==> src/rtl/dice_turn_pkg.sv <==
package dice_turn_pkg;
  typedef struct packed {
    logic accept;  // commit a throw and pass the turn
    logic clear;   // restart the game
  } ctlStb_t;
endpackage

==> src/rtl/dice_turn_ctl.sv <==
module dice_turn_ctl
  import dice_turn_pkg::*;
(
  input  logic       gameRstI,
  input  logic [1:0] riseI,     // [0] player A, [1] player B
  input  logic       turnBI,
  input  logic       blockedI,
  output ctlStb_t    stbO
);
  logic ownRise;

  // Only the turn holder's edge is considered
  assign ownRise = turnBI ? riseI[1] : riseI[0];

  always_comb begin
    stbO.clear  = gameRstI;
    stbO.accept = ownRise && !blockedI && !gameRstI;
  end
endmodule

==> src/rtl/dice_turn_dp.sv <==
module dice_turn_dp
  import dice_turn_pkg::*;
#(
  parameter int SYNC_STAGES = 2,
  parameter int TENS_W      = 4,
  parameter logic [TENS_W-1:0] OVER_MASK = TENS_W'(2)
) (
  input  logic              clk,
  input  logic              rstN,
  input  logic [1:0]        btnI,
  input  logic [TENS_W-1:0] tensAI,
  input  logic [TENS_W-1:0] tensBI,
  input  ctlStb_t           stbI,
  output logic [1:0]        riseO,
  output logic              turnBO,
  output logic              blockedO,
  output logic              throwStbO,
  output logic              throwerBO,
  output logic              scoreClrO,
  output logic              overO,
  output logic [1:0]        winO
);
  localparam int LAST = SYNC_STAGES - 1;

  logic [1:0] hit;
  logic [1:0] prevQ;
  logic       turnQ, overQ, stbQ, throwerQ, clrQ;
  logic [1:0] winQ;
  logic [1:0] synced;

  assign hit[0] = |(tensAI & OVER_MASK);
  assign hit[1] = |(tensBI & OVER_MASK);

  for (genvar p = 0; p < 2; p++) begin : g_player
    logic [SYNC_STAGES-1:0] chainQ;
    always_ff @(posedge clk or negedge rstN) begin
      if (!rstN) begin
        chainQ   <= '0;
        prevQ[p] <= 1'b0;
      end else begin
        chainQ   <= {chainQ[SYNC_STAGES-2:0], btnI[p]};
        prevQ[p] <= chainQ[LAST];
      end
    end
    assign synced[p] = chainQ[LAST];
    assign riseO[p]  = synced[p] && !prevQ[p];
  end

  always_ff @(posedge clk or negedge rstN) begin
    if (!rstN) begin
      turnQ    <= 1'b0;
      overQ    <= 1'b0;
      winQ     <= '0;
      stbQ     <= 1'b0;
      throwerQ <= 1'b0;
      clrQ     <= 1'b0;
    end else begin
      clrQ <= stbI.clear;
      stbQ <= stbI.accept;
      if (stbI.clear) begin
        turnQ <= 1'b0;
        overQ <= 1'b0;
        winQ  <= '0;
      end else begin
        overQ <= overQ | (|hit);
        winQ  <= winQ | hit;
        if (stbI.accept) begin
          throwerQ <= turnQ;
          turnQ    <= !turnQ;
        end
      end
    end
  end

  assign turnBO    = turnQ;
  assign blockedO  = overQ || (|hit);
  assign throwStbO = stbQ;
  assign throwerBO = throwerQ;
  assign scoreClrO = clrQ;
  assign overO     = overQ;
  assign winO      = winQ;

  p_stb_one_cycle_r2: assert property (@(posedge clk) disable iff (!rstN)
    stbQ |=> !stbQ);
  p_turn_flips_r4: assert property (@(posedge clk) disable iff (!rstN)
    stbQ |-> (turnQ != $past(turnQ)));
  p_no_throw_after_over_r8: assert property (@(posedge clk) disable iff (!rstN)
    overQ |=> !stbQ);
  p_turn_frozen_r8: assert property (@(posedge clk) disable iff (!rstN)
    (overQ && !stbI.clear) |=> $stable(turnQ));
  p_winner_implies_over_r9: assert property (@(posedge clk) disable iff (!rstN)
    (|winQ) |-> overQ);
  p_clear_follows_r10: assert property (@(posedge clk) disable iff (!rstN)
    stbI.clear |=> (clrQ && !turnQ && !overQ));
endmodule

==> src/rtl/dice_turn_ctrl.sv <==
module dice_turn_ctrl
  import dice_turn_pkg::*;
#(
  parameter int SYNC_STAGES = 2,
  parameter int TENS_W      = 4,
  parameter logic [TENS_W-1:0] OVER_MASK = TENS_W'(2)
) (
  input  logic              clk,
  input  logic              rstN,
  input  logic              gameRstI,
  input  logic              btnAI,
  input  logic              btnBI,
  input  logic [TENS_W-1:0] tensAI,
  input  logic [TENS_W-1:0] tensBI,
  output logic              throwStbO,
  output logic              throwerBO,
  output logic              scoreClrO,
  output logic              ledTurnAO,
  output logic              ledTurnBO,
  output logic              gameOverO,
  output logic              winLedAO,
  output logic              winLedBO,
  output logic              buzzAO,
  output logic              buzzBO
);
  ctlStb_t    stb;
  logic [1:0] rise;
  logic [1:0] win;
  logic       turnB, blocked;

  dice_turn_ctl ctl_i (
    .gameRstI (gameRstI),
    .riseI    (rise),
    .turnBI   (turnB),
    .blockedI (blocked),
    .stbO     (stb)
  );

  dice_turn_dp #(
    .SYNC_STAGES (SYNC_STAGES),
    .TENS_W      (TENS_W),
    .OVER_MASK   (OVER_MASK)
  ) dp_i (
    .clk       (clk),
    .rstN      (rstN),
    .btnI      ({btnBI, btnAI}),
    .tensAI    (tensAI),
    .tensBI    (tensBI),
    .stbI      (stb),
    .riseO     (rise),
    .turnBO    (turnB),
    .blockedO  (blocked),
    .throwStbO (throwStbO),
    .throwerBO (throwerBO),
    .scoreClrO (scoreClrO),
    .overO     (gameOverO),
    .winO      (win)
  );

  assign ledTurnAO = !turnB;
  assign ledTurnBO = turnB;
  assign winLedAO  = win[0];
  assign winLedBO  = win[1];
  assign buzzAO    = win[0];
  assign buzzBO    = win[1];

  p_turn_led_one_r1: assert property (@(posedge clk) disable iff (!rstN)
    $countones({ledTurnAO, ledTurnBO}) == 1);
endmodule

==> config.mk <==
export PLATFORM = sky130hd
export DESIGN_NAME = dice_turn_ctrl
export DESIGN_NICKNAME = d
export VERILOG_FILES = /design/src/rtl/dice_turn_pkg.sv /design/src/rtl/dice_turn_ctl.sv /design/src/rtl/dice_turn_dp.sv /design/src/rtl/dice_turn_ctrl.sv
export SDC_FILE = /design/constraint.sdc
export NUM_CORES = 1
export LEC_CHECK = 0
export ABC_AREA = 0
export BUFFER_PORTS_ARGS = -buffer_cell sky130_fd_sc_hd__buf_2
export CORE_AREA = 2 2 39 41
export CTS_CLUSTER_DIAMETER = 80
export DETAILED_ROUTE_END_ITERATION = 8
export DIE_AREA = 0 0 41 43
export HOLD_SLACK_MARGIN = 0.1
export PLACE_DENSITY = 0.68
export SLEW_MARGIN = 20
export SYNTH_ARGS = -nofsm -noshare
export SYNTH_HDL_FRONTEND = slang
export SYNTH_HIERARCHICAL = 1
export SYNTH_SLANG_ARGS = --single-unit
==> constraint.sdc <==
create_clock -name clk -period 1.8 [get_ports clk]
set_clock_uncertainty 0.15 [all_clocks]
set_input_delay 0.27 -clock clk [delete_from_list [all_inputs] [get_ports clk]]
set_output_delay 0.27 -clock clk [all_outputs]
set_load 0.05 [all_outputs]
==> flow_summary.json <==
{
  "reg2reg_setup_slack_ns": 0.14,
  "slew_violations": 0,
  "fmaxAchievable_ghz": 0.604,
  "r2r_start": "dp_i/overO",
  "gpl.final_weighted_congestion": 0.572,
  "synthToLayoutAreaGrowth_pct": 36.8,
  "global_route.usage.met3": 0.0785,
  "floorplan.initialDensity": 0.336,
  "run_status": "completed",
  "drtPass1Iterations": 2,
  "layout-drive-gt1-share": 0.463,
  "yosysTopAreaCellShare": 0.699,
  "yosysTopAreaCell": "sky130_fd_sc_hd__dfrtp_1",
  "avgViaCountPerCell": 4.24,
  "setup-violations-final": 0,
  "p_sw_mw": 0.148,
  "power.share.clock": 0.301,
  "grt_setup_unrepaired": "no",
  "avgRoutedWirePerCell_um": 10.3,
  "power_switching_share": 0.261,
  "die_h_um": 43,
  "synth_seq_cells": 13,
  "via_count_of_the_first_global_routing_pass": 292,
  "report.final.hold_viol_count": 0,
  "period_share": 0.920,
  "finalWorstPathRequiredPeriod_ns": 1.66,
  "die_w_um": 41,
  "timing.max_cap.violations": 0,
  "tritoncts_clock_tree": "yes",
  "yosys_warnings": 6,
  "crit_path_max_fanout": 3,
  "floorplan.core_area_sq_um": 1380,
  "cp_data_required_time_ns": 1.81,
  "post-place-cells": 60,
  "finalCoreUtilization": 0.460,
  "detail_route.drc_violations": 0,
  "r2r.worst_path.cells": 4,
  "share_of_synthesized_area_occupied_by_flip_flops_and_latches": 0.699,
  "comb_power_share": 0.150,
  "power_density_nw_per_um2": 892,
  "detail-route-antenna-nets": 0,
  "cts_buffers": 3,
  "min-delay-path-class": "input pin to flop",
  "drt_iter0_markers": 3,
  "power.static_leakage_nw": 0.320,
  "antenna_found_initial": 0,
  "top_usage_layer": "met2",
  "cellInternalPower_mw": 0.420,
  "grt.overflow.total": 0,
  "io_pins": 23,
  "critPathLaunch": "dp_i/overO",
  "max-clock-path-buffers": 2,
  "path_cells": "or3_4 > nor3_4 > nand2b_4 > mux2_4",
  "endpoint_of_the_worst_hold_timing_path": "dp_i/throwStbO",
  "fin_tns_setup_ns": 0,
  "postSynthCellCount": 31,
  "synth_nets": 44,
  "timing.max_slew.rel_slack": 0.836,
  "crit_path_top_delay_cell": "sky130_fd_sc_hd__dfrtp_2",
  "synth_cell_types": 12,
  "final_common_cell": "sky130_fd_sc_hd__buf_2",
  "cts_max_level": 1,
  "crit_path_max_cell_delay_ns": 0.40,
  "hold_start": "tensBI[1]",
  "hold_depth": 3,
  "die_area_sq_um": 1760,
  "antenna_cells_inserted": 0,
  "syn_area_per_cell_sq_um": 15.0,
  "startpoint_type": "flop",
  "fill_cells": 130,
  "tightestPinTransition_ns": 0.239,
  "detail_route.wirelength_um": 724,
  "largest_net_degree_at_the_start_of_global_routing": 14,
  "arrival_ns": 1.66,
  "max-vdd-ir-drop_mv": 0.432,
  "yosys-top-cells-area": "sky130_fd_sc_hd__dfrtp_1, sky130_fd_sc_hd__buf_4, sky130_fd_sc_hd__nor2_1, sky130_fd_sc_hd__mux2_4, sky130_fd_sc_hd__nand2b_4",
  "worst_skew_pair.late_latency_ns": 0.27,
  "route.vias.total": 297,
  "grt_use_met1": 0.112,
  "crit_path_end_kind": "flop",
  "timing.rr.end": "dp_i/throwerBO",
  "global_route.usage.total": 0.114,
  "clock_tree.root_cell": "sky130_fd_sc_hd__clkbuf_4",
  "row_count": 14,
  "cts.clk_slew.worst_paths_ns": 0.07,
  "hold_slack_final_ns": 0.167,
  "worstSetupPathType": "flop to flop",
  "power_frac_seq": 0.549,
  "global_route_wire_length_before_repair_um": 1190,
  "post-cts-setup-buffer-count": 0,
  "post_synth_instance_area_sq_um": 465,
  "cts_num_sinks": 13,
  "number_of_nets_in_the_finished_design": 68,
  "globalRouteMet2Util": 0.153,
  "fin_cells": 70,
  "place.port_buffers": 16,
  "layout_common_cells": "sky130_fd_sc_hd__buf_2, sky130_fd_sc_hd__dfrtp_1, sky130_fd_sc_hd__dlygate4sd3_1, sky130_fd_sc_hd__nor2_1, sky130_fd_sc_hd__clkbuf_4"
}
-- stage by stage --
step / cell area (sq um) / setup WS [ns] / power, mW
after floorplan: 467 / 0.0173 / 0.373
after CTS: 631 / 0.0531 / 0.580
after global routing: 637 / 0.0841 / 0.605
final: 637 / 0.144 / 0.568
after detailed placement: 544 / 0.0214 / 0.392
after global placement: 544 / 0.0781 / 0.391
-- layer usage --
layer / wire length [um] / vias to the layer above / share of wire
met5: 0 / - / 0
met3: 67 / 2 / 0.093
met4: 14 / 0 / 0.019
met1: 328 / 137 / 0.45
met2: 313 / 18 / 0.43
li1: - / 140 / -
-- critical path, delay by kind of cell (launching register included) --
kind / cells / cell delay [ns]
AND/OR/NAND/NOR: 3 / 0.69
multiplexers: 1 / 0.29
flip-flops: 1 / 0.40
-- cells by family (layout without fill, tap and decap cells) --
family	Yosys count	after routing	synth area share
simple gates	11	11	0.172
mux	2	2	0.0538
xor+xnor	1	1	0.0188
flops	13	13	0.699
buf+inv	4	27	0.0564
-- synthesized netlist by cell type, drive strengths merged --
master	count
dfrtp	13
nor3	1
inv	1
mux2i	1
buf	3
or3	1
xnor2	1
nor2b	3
mux2	1
nor2	5
nand2b	1
-- sequential cells by signal (all words and copies together) (netlist names) --
name	count
dp_i/turnBO	1
dp_i/overO	1
dp_i/scoreClrO	1
dp_i/g_player.chainQ	4
dp_i/winO	2
dp_i/throwerBO	1
dp_i/prevQ	2
dp_i/throwStbO	1
-- final cells by class --
cell class / instances / area, sq um / area share
sequential: 13 / 327 / 0.513
timing repair buffer: 22 / 140 / 0.220
multi-input combinational: 14 / 120 / 0.189
clock buffer: 4 / 26.3 / 0.0413
tap: 16 / 20.0 / 0.0314
inverter: 1 / 3.75 / 0.00589
-- worst max path at each step --
stage | endpoint | slack (ns) | depth (start not counted)
after detailed placement | dp_i/throwerBO | 0.02 | 5
after global placement | dp_i/throwerBO | 0.08 | 5
final | dp_i/throwerBO | 0.14 | 4
after global routing | dp_i/throwerBO | 0.08 | 4
after CTS | dp_i/throwerBO | 0.05 | 4
after floorplan | dp_i/throwerBO | 0.02 | 4
-- timing repair --
action / 4_1_cts / 5_1_grt
endpoints found under the setup margin: 0 / 1
endpoints found under the hold margin: 19 / 0
hold buffers: 6 / 0
gates resized for setup: 0 / 1
-- power by group through the flow --
stage                     clock, mW  sequential (mW)  combinational, mW
after floorplan                   0            0.340             0.0324
final                         0.171            0.312             0.0852
after global routing          0.201            0.313             0.0907
after detailed placement          0            0.317             0.0752
after global placement            0            0.317             0.0742
after CTS                     0.183            0.312             0.0846
Note: power is estimated with default switching activity, not from simulation.
